`config.mk`:
```
export PLATFORM = sky130hd
export DESIGN_NAME = fmul32_top
export DESIGN_NICKNAME = d
export VERILOG_FILES = /design/src/rtl/fmul32_pkg.sv /design/src/rtl/fmul32_classify.sv /design/src/rtl/fmul32_special.sv /design/src/rtl/fmul32_round.sv /design/src/rtl/fmul32_top.sv
export SDC_FILE = /design/constraint.sdc
export NUM_CORES = 2
export LEC_CHECK = 0
export ABC_AREA = 1
export BUFFER_PORTS_ARGS = -buffer_cell sky130_fd_sc_hd__buf_4
export CAP_MARGIN = 20
export CORE_MARGIN = 8
export CORE_UTILIZATION = 54
export CTS_CLUSTER_DIAMETER = 100
export DETAILED_ROUTE_END_ITERATION = 6
export PLACE_DENSITY = 0.78
export SYNTH_ARGS = -nofsm -noshare
export SYNTH_HDL_FRONTEND = slang
export SYNTH_SLANG_ARGS = --single-unit
```
`constraint.sdc`:
```
create_clock -name clk -period 9.6 [get_ports clk]
set_clock_uncertainty 0.1 [all_clocks]
set_input_delay 0.96 -clock clk [delete_from_list [all_inputs] [get_ports clk]]
set_output_delay 0.96 -clock clk [all_outputs]
set_load 0.02 [all_outputs]
```
`src/rtl/fmul32_pkg.sv`:
```
package fmul32_pkg;
  localparam int EXP_W   = 8;
  localparam int FRAC_W  = 23;
  localparam int WORD_W  = 1 + EXP_W + FRAC_W;
  localparam int SIG_W   = FRAC_W + 1;
  localparam int PROD_W  = 2 * SIG_W;
  localparam int BIAS    = (1 << (EXP_W - 1)) - 1;
  localparam int EXP_ALL = (1 << EXP_W) - 1;
  localparam int EXT_W   = EXP_W + 3;
  localparam int LZ_W    = $clog2(PROD_W + 1);
  localparam int SUM_W   = EXT_W + FRAC_W;

  localparam logic [WORD_W-1:0] QNAN_CANON =
    {1'b0, {EXP_W{1'b1}}, 1'b1, {(FRAC_W-1){1'b0}}};

  typedef enum logic [1:0] {
    RM_NEAREST = 2'b00,
    RM_UP      = 2'b01,
    RM_DOWN    = 2'b10,
    RM_ZERO    = 2'b11
  } rmode_e;

  typedef struct packed {
    logic [EXP_W-1:0] eexp;
    logic [SIG_W-1:0] sig;
    logic             zero;
    logic             inf;
    logic             nan;
    logic             snan;
  } opnd_t;

  // Position of the highest set bit, expressed as a count of leading zeros.
  function automatic logic [LZ_W-1:0] lead_zeros(input logic [PROD_W-1:0] v);
    lead_zeros = LZ_W'(PROD_W);
    for (int i = 0; i < PROD_W; i++)
      if (v[i]) lead_zeros = LZ_W'(PROD_W - 1 - i);
  endfunction

  // Whether the kept significand must be bumped by one unit.
  function automatic logic round_bump(input rmode_e rm, input logic sign,
                                      input logic lsb, input logic g,
                                      input logic r, input logic s);
    case (rm)
      RM_NEAREST: round_bump = g & (r | s | lsb);
      RM_UP:      round_bump = (g | r | s) & ~sign;
      RM_DOWN:    round_bump = (g | r | s) & sign;
      default:    round_bump = 1'b0;
    endcase
  endfunction
endpackage

```
`src/rtl/fmul32_classify.sv`:
```
module fmul32_classify
  import fmul32_pkg::*;
(
  input  logic [WORD_W-1:0] word,
  input  logic              ftz,
  output opnd_t             info
);
  logic [EXP_W-1:0]  ex;
  logic [FRAC_W-1:0] fr;
  logic              ex_zero, ex_ones, fr_any;

  always_comb begin
    ex      = word[WORD_W-2 -: EXP_W];
    fr      = word[FRAC_W-1:0];
    ex_zero = (ex == '0);
    ex_ones = (ex == '1);
    fr_any  = |fr;
    info.nan  = ex_ones & fr_any;
    info.snan = ex_ones & fr_any & ~fr[FRAC_W-1];
    info.inf  = ex_ones & ~fr_any;
    info.zero = ex_zero & (~fr_any | ftz);
    info.sig  = {~ex_zero, fr};
    info.eexp = ex_zero ? EXP_W'(1) : ex;
  end
endmodule

```
`src/rtl/fmul32_special.sv`:
```
module fmul32_special
  import fmul32_pkg::*;
(
  input  opnd_t             a,
  input  opnd_t             b,
  input  logic [WORD_W-1:0] word_a,
  input  logic [WORD_W-1:0] word_b,
  input  logic              sign,
  input  logic              dnan,
  output logic              is_special,
  output logic              invalid,
  output logic [WORD_W-1:0] spec_res
);
  logic             any_nan, zero_inf;
  logic [WORD_W-1:0] quieted;

  always_comb begin
    any_nan    = a.nan | b.nan;
    zero_inf   = (a.zero & b.inf) | (a.inf & b.zero);
    is_special = any_nan | a.inf | b.inf | a.zero | b.zero;
    invalid    = any_nan ? (a.snan | b.snan) : zero_inf;
    quieted    = (a.nan ? word_a : word_b) | (WORD_W'(1) << (FRAC_W - 1));
    if (any_nan)
      spec_res = dnan ? QNAN_CANON : quieted;
    else if (zero_inf)
      spec_res = QNAN_CANON;
    else if (a.inf | b.inf)
      spec_res = {sign, {EXP_W{1'b1}}, {FRAC_W{1'b0}}};
    else
      spec_res = {sign, {(WORD_W-1){1'b0}}};
  end
endmodule

```
`src/rtl/fmul32_round.sv`:
```
module fmul32_round
  import fmul32_pkg::*;
(
  input  logic                    sign,
  input  logic signed [EXT_W-1:0] bexp,
  input  logic [PROD_W-1:0]       prod,
  input  rmode_e                  rm,
  input  logic                    ftz,
  output logic [WORD_W-1:0]       res,
  output logic                    ovf,
  output logic                    uf,
  output logic                    inx
);
  logic [LZ_W-1:0]         lz;
  logic [PROD_W-1:0]       norm, den, mask;
  logic signed [EXT_W-1:0] be_n, sh;
  logic [LZ_W-1:0]         sh_c;
  logic                    tiny, lost;
  logic [SIG_W-1:0]        keep;
  logic                    g_bit, r_bit, s_bit, bump, rnd_loss, to_inf;
  logic [EXT_W-1:0]        exp_adj, fe;
  logic [SUM_W-1:0]        packed_sum;

  always_comb begin
    lz    = lead_zeros(prod);
    norm  = prod << lz;
    be_n  = bexp - $signed({{(EXT_W-LZ_W){1'b0}}, lz});
    tiny  = (be_n < $signed(EXT_W'(1)));
    sh    = EXT_W'(1) - be_n;
    sh_c  = (sh > $signed(EXT_W'(PROD_W))) ? LZ_W'(PROD_W) : sh[LZ_W-1:0];
    mask  = (PROD_W'(1) << sh_c) - PROD_W'(1);
    den   = tiny ? (norm >> sh_c) : norm;
    lost  = tiny & |(norm & mask);
    // guard, round and sticky sit just below the kept significand
    keep  = den[PROD_W-1 -: SIG_W];
    g_bit = den[PROD_W-SIG_W-1];
    r_bit = den[PROD_W-SIG_W-2];
    s_bit = |den[PROD_W-SIG_W-3:0] | lost;
    rnd_loss = g_bit | r_bit | s_bit;
    bump  = round_bump(rm, sign, keep[0], g_bit, r_bit, s_bit);
    // hidden bit of keep adds one to the field, so the normal path stores be_n-1
    exp_adj = tiny ? '0 : ($unsigned(be_n) - EXT_W'(1));
    packed_sum = {exp_adj, {FRAC_W{1'b0}}} + SUM_W'(keep) + SUM_W'(bump);
    fe    = packed_sum[SUM_W-1:FRAC_W];
    ovf   = (fe >= EXT_W'(EXP_ALL));
    uf    = (fe == '0);
    to_inf = (rm == RM_NEAREST) | ((rm == RM_UP) & ~sign) | ((rm == RM_DOWN) & sign);
    inx   = rnd_loss | ovf;
    if (ovf)
      res = to_inf ? {sign, {EXP_W{1'b1}}, {FRAC_W{1'b0}}}
                   : {sign, {(EXP_W-1){1'b1}}, 1'b0, {FRAC_W{1'b1}}};
    else if (uf && ftz) begin
      res = {sign, {(WORD_W-1){1'b0}}};
      inx = 1'b0;
    end else
      res = {sign, fe[EXP_W-1:0], packed_sum[FRAC_W-1:0]};
  end
endmodule

```
`src/rtl/fmul32_top.sv`:
```
module fmul32_top
  import fmul32_pkg::*;
(
  input  logic        clk,
  input  logic        rst_n,
  input  logic        in_valid,
  input  logic [31:0] op_a,
  input  logic [31:0] op_b,
  input  logic [1:0]  rnd_mode,
  input  logic        ftz_en,
  input  logic        dnan_en,
  output logic        out_valid,
  output logic [31:0] result,
  output logic        flag_invalid,
  output logic        flag_overflow,
  output logic        flag_underflow,
  output logic        flag_inexact
);
  // ---------------- stage 1: decode, special cases, raw product
  opnd_t                   ua, ub;
  logic                    sign_c, spec_c, inv_c;
  logic [WORD_W-1:0]       spec_res_c;
  logic signed [EXT_W-1:0] bexp_c;
  logic [PROD_W-1:0]       prod_c;

  fmul32_classify cls_a (.word(op_a), .ftz(ftz_en), .info(ua));
  fmul32_classify cls_b (.word(op_b), .ftz(ftz_en), .info(ub));

  assign sign_c = op_a[WORD_W-1] ^ op_b[WORD_W-1];
  assign bexp_c = $signed(EXT_W'(ua.eexp)) + $signed(EXT_W'(ub.eexp))
                - $signed(EXT_W'(BIAS - 1));
  assign prod_c = PROD_W'(ua.sig) * PROD_W'(ub.sig);

  fmul32_special spc (
    .a(ua), .b(ub), .word_a(op_a), .word_b(op_b), .sign(sign_c),
    .dnan(dnan_en), .is_special(spec_c), .invalid(inv_c), .spec_res(spec_res_c)
  );

  logic                    v1, sign1, spec1, inv1, ftz1;
  logic [WORD_W-1:0]       spec_res1;
  logic signed [EXT_W-1:0] bexp1;
  logic [PROD_W-1:0]       prod1;
  rmode_e                  rm1;

  always_ff @(posedge clk or negedge rst_n) begin
    if (!rst_n) begin
      v1 <= 1'b0; sign1 <= 1'b0; spec1 <= 1'b0; inv1 <= 1'b0; ftz1 <= 1'b0;
      spec_res1 <= '0; bexp1 <= '0; prod1 <= '0; rm1 <= RM_NEAREST;
    end else begin
      v1 <= in_valid;
      if (in_valid) begin
        sign1 <= sign_c; spec1 <= spec_c; inv1 <= inv_c; ftz1 <= ftz_en;
        spec_res1 <= spec_res_c; bexp1 <= bexp_c; prod1 <= prod_c;
        rm1 <= rmode_e'(rnd_mode);
      end
    end
  end

  // ---------------- stage 2: normalize, round, pack
  logic [WORD_W-1:0] rnd_res_w;
  logic              rnd_ovf_w, rnd_uf_w, rnd_inx_w;

  fmul32_round rnd (
    .sign(sign1), .bexp(bexp1), .prod(prod1), .rm(rm1), .ftz(ftz1),
    .res(rnd_res_w), .ovf(rnd_ovf_w), .uf(rnd_uf_w), .inx(rnd_inx_w)
  );

  always_ff @(posedge clk or negedge rst_n) begin
    if (!rst_n) begin
      out_valid <= 1'b0; result <= '0;
      flag_invalid <= 1'b0; flag_overflow <= 1'b0;
      flag_underflow <= 1'b0; flag_inexact <= 1'b0;
    end else begin
      out_valid <= v1;
      if (v1) begin
        result         <= spec1 ? spec_res1 : rnd_res_w;
        flag_invalid   <= spec1 & inv1;
        flag_overflow  <= ~spec1 & rnd_ovf_w;
        flag_underflow <= ~spec1 & rnd_uf_w;
        flag_inexact   <= ~spec1 & rnd_inx_w;
      end
    end
  end

  // ---------------- assertions
  logic [1:0] since_rst;
  always_ff @(posedge clk or negedge rst_n) begin
    if (!rst_n) since_rst <= '0;
    else if (since_rst != 2'd2) since_rst <= since_rst + 2'd1;
  end

  logic out_is_nan_w;
  assign out_is_nan_w = (result[30:23] == 8'hFF) && (result[22:0] != '0);

  p_valid_lat_r1: assert property (@(posedge clk) disable iff (!rst_n)
    (since_rst == 2'd2) |-> (out_valid == $past(in_valid, 2)));

  p_ovf_sat_r5: assert property (@(posedge clk) disable iff (!rst_n)
    (out_valid && flag_overflow) |->
      (flag_inexact && (result[30:0] == 31'h7F800000 || result[30:0] == 31'h7F7FFFFF)));

  p_uf_field_r6: assert property (@(posedge clk) disable iff (!rst_n)
    (out_valid && flag_underflow) |-> (result[30:23] == 8'h00 && !flag_overflow));

  p_ftz_nosub_r7: assert property (@(posedge clk) disable iff (!rst_n)
    (since_rst == 2'd2 && out_valid && $past(ftz_en, 2) && result[30:23] == 8'h00)
      |-> (result[22:0] == '0 && !flag_inexact));

  p_inv_clean_r8: assert property (@(posedge clk) disable iff (!rst_n)
    (out_valid && flag_invalid) |->
      (out_is_nan_w && !flag_overflow && !flag_underflow && !flag_inexact));

  p_nan_quiet_r9: assert property (@(posedge clk) disable iff (!rst_n)
    (out_valid && out_is_nan_w) |-> result[22]);

  p_dnan_canon_r10: assert property (@(posedge clk) disable iff (!rst_n)
    (since_rst == 2'd2 && out_valid && $past(dnan_en, 2) && out_is_nan_w)
      |-> (result == QNAN_CANON));
endmodule

```
==> results.cfg <==
[clock_network]
cts_tree = built
clkTransAtPathRegs_ns = 0.08
cts_hold_buf = 0
worstSkewPairLatency_ns = 0.46
cts.sink_count = 134
htreeDepth = 4
cts_made_buffers = 17
cts_root_buf = clkbuf_16
clockBufferDepth = 2

[critical_path]
slowest_delay_ns = 0.39
worstRegToRegCells = 116
end_kind = flip-flop
crit_path_frequent_cell = nand2_1
worstPathMaxFanout = 6
r2r-end = result[15]
cp_num_buf_inv = 13
reg2reg_from = prod1[1]
endpoint = result[15]
path_class = flip-flop to flip-flop
crit_arrival_ns = 11.26
r2r_slack_ns = -1.42
startpoint = prod1[1]
critical_path_required_ns = 9.84
cp_slowest_cell = dfrtp_1
crit_cells = 116
crit_family = simple AND/OR/NAND/NOR gates
start_kind = flip-flop

[yosys]
synth_edf_count = 0
synth-seq-cells = 134
postSynthAreaPerCell_um2 = 6.73
yosysUniqueCellTypes = 66
async_flop_share_pct = 100
synthesis.area_um2 = 34200
synth_ff_type = dfrtp_1
syn-num-nets = 5844
syn_inst = 5084
ys_warn_count = 0
yosysSeqAreaShare_pct = 9.80

[timing]
rsz0062_at_grt = true
slew_violations = 0
fin_crit_ns = 11.02
timing.final.ws_setup_ns = -1.42
tightest_slew_ns = 1.00
fin_crit_sh_pct = 115
finalSetupTns_ns = -45.92
report.final.setup_viol = 34
maxSlewHeadroom_pct = 32.5
hold_viol = 0
fmax_ghz = 0.0907

[global_route]
grt_max_degree = 101
busiest_layer = met2
use_met1_pct = 40.8
antenna_found_initial = 1
grt_pass1_wl_um = 186000
grt_remaining_overflow = 0
grtUsageMet3_pct = 6.29
use_met2_pct = 55.4
grt_pass1_vias = 35100
globalRouteTotalUtil_pct = 32.9

[outcome]
violations = negative setup slack
status = complete, but fails checks

[detailed_routing]
routedWlPerCell_um = 19.1
drc_errors = 0
routed_wl_um = 120000
vias_per_cell = 5.62
dr_total_vias = 35200
ant_nets = 0
drtIter0Drc = 3366
dr.pass1.iters = 6

[cells_and_area]
post-route-util_pct = 63.5
area_growth_pct = 16.6
nets = 6162
design_area_um2 = 39900
layoutNonFillerInstCount = 6262
layout-drive-gt1-share_pct = 15.8

[placement]
hpwl_um = 94300
port_buffers = 107
placed_area_um2 = 37800
routabilityCongestion = 1.05
placed_cells = 6110

[floorplan]
ioPinCount = 108
die_x_um = 268
die-area_um2 = 71700
initial_utilization_pct = 54.4
core-area_um2 = 62900
rows = 92
die_height_um = 268

[run]
maxCapViolations = 0

[worst_hold_path]
min_path_type = input pin to async pin
==> repair_timing <==
item / 4_1_cts / 5_1_grt
setup endpoints to repair: 34 / 37
gates resized for setup: 45 / 119
buffers inserted: 85 / 31
cloned: 5 / 2
pin swaps: 21 / 106
==> metrics by stage <==
stage	hold WS (ns)	worst slack (ns)
2_1_floorplan	0.305	-0.524
3_3_place_gp	0.365	-0.947
3_5_place_dp	0.367	-1.12
4_1_cts	0.386	-0.857
5_1_grt	0.416	-2.37
6_report	0.381	-1.42
==> synth_stat cells (all sizes together), types with 6 or more instances <==
| cell | n | area share, % |
|---|---|---|
| nor4 | 20 | 0.37 |
| o21ai | 148 | 2.2 |
| xor2 | 49 | 1.3 |
| and2 | 6 | 0.11 |
| nor2 | 325 | 3.9 |
| fa | 484 | 28 |
| inv | 1004 | 11 |
| o22ai | 27 | 0.49 |
| o32ai | 8 | 0.20 |
| or2 | 11 | 0.20 |
| a21oi | 111 | 1.7 |
| ha | 205 | 7.5 |
| nand4 | 48 | 0.94 |
| dfrtp | 134 | 9.8 |
| nand2 | 1507 | 17 |
| o31ai | 15 | 0.34 |
| a31oi | 8 | 0.15 |
| o21bai | 7 | 0.16 |
| xnor2 | 44 | 1.1 |
| clkbuf | 216 | 2.4 |
| o211ai | 16 | 0.35 |
| a22oi | 6 | 0.13 |
| nand3 | 549 | 8.1 |
| buf | 60 | 0.98 |
| nor3 | 37 | 0.67 |
==> per-layer routing <==
layer | part of all wire, % | up-vias | wire [um]
met5 | 0 | - | 0
met4 | 5.1 | 0 | 6140
met3 | 9.8 | 387 | 11700
met2 | 47 | 1939 | 56600
met1 | 38 | 16800 | 45300
li1 | - | 16100 | -
==> state kept, by name, indices dropped and copies added (netlist names) <==
name,flops
bexp1,10
flag_inexact,1
flag_invalid,1
flag_overflow,1
flag_underflow,1
ftz1,1
inv1,1
out_valid,1
prod1,48
result,32
rm1,2
sign1,1
spec1,1
spec_res1,32
v1,1
==> layout by cell type (no fill, tap or decap), types with 6 or more instances in the layout <==
master        n
xnor2_1      41
nor3_4        6
o22ai_1      27
o32ai_1       8
ha_1        199
nor4_1       19
fa_1        483
nand2_4       6
nor3_1       27
nor2_4       20
buf_6        11
o21ai_1      16
buf_4       554
buf_12        7
o31ai_1      13
nor2_1      276
nand3_1     520
dfrtp_1     134
clkbuf_16    18
or2_2         8
nor2_2       30
a22oi_1       6
inv_2        37
xor2_1       44
nand2_1    1438
inv_1       964
nand3_2      26
a21oi_1     103
nand2_2      62
a31oi_1       6
o21ai_0     129
nand4_1      46
o211ai_1     16
==> logic make-up (layout without fill, tap and decap cells) <==
family | count (synthesis) | in the layout | synth area share [%]
flip-flops | 134 | 134 | 9.80
multiplexers | 2 | 2 | 0.0585
buffers and inverters | 1285 | 1614 | 14.4
AO/OA/AOI/OAI | 375 | 375 | 6.44
XOR/XNOR | 93 | 93 | 2.40
adder cells (fa/ha/maj) | 689 | 689 | 35.8
other | 0 | 1 | 0
AND/OR/NAND/NOR | 2506 | 2508 | 31.1
==> area by class of cell <==
cell class	count	area (um^2)
Timing Repair Buffer	573	4450
Clock buffer	18	439
Tap cell	846	1060
Fill cell	5656	23000
Multi-Input combinational cell	3667	26700
Clock inverter	14	134
Sequential cell	134	3350
Inverter	1009	3790
Antenna cell	1	2.50
==> worst min-delay path by stage <==
| stage | from | to | slack, ns |
|---|---|---|---|
| 6_report | rst_n | bexp1[3] | 0.38 |
| 3_5_place_dp | spec_res1[23] | spec_res1[23] | 0.37 |
| 4_1_cts | spec_res1[23] | spec_res1[23] | 0.39 |
| 2_1_floorplan | v1 | out_valid | 0.30 |
| 5_1_grt | spec_res1[27] | spec_res1[27] | 0.42 |
| 3_3_place_gp | spec_res1[29] | spec_res1[29] | 0.37 |
==> worst reg2reg max path, delay by kind of cell, from the launching register on <==
family / cells / cell delay, ns
xor gates and xnor gates: 1 / 0.13
adders and majority gates: 4 / 0.80
AOI/OAI and AO/OA: 7 / 1.19
and+or+nand+nor: 91 / 7.21
buffers and inverters: 13 / 1.16
DFF: 1 / 0.39
Power is left out: the tool's default activity adds up to more than one toggle a clock period on the data nets, which glitch-free logic cannot reach.
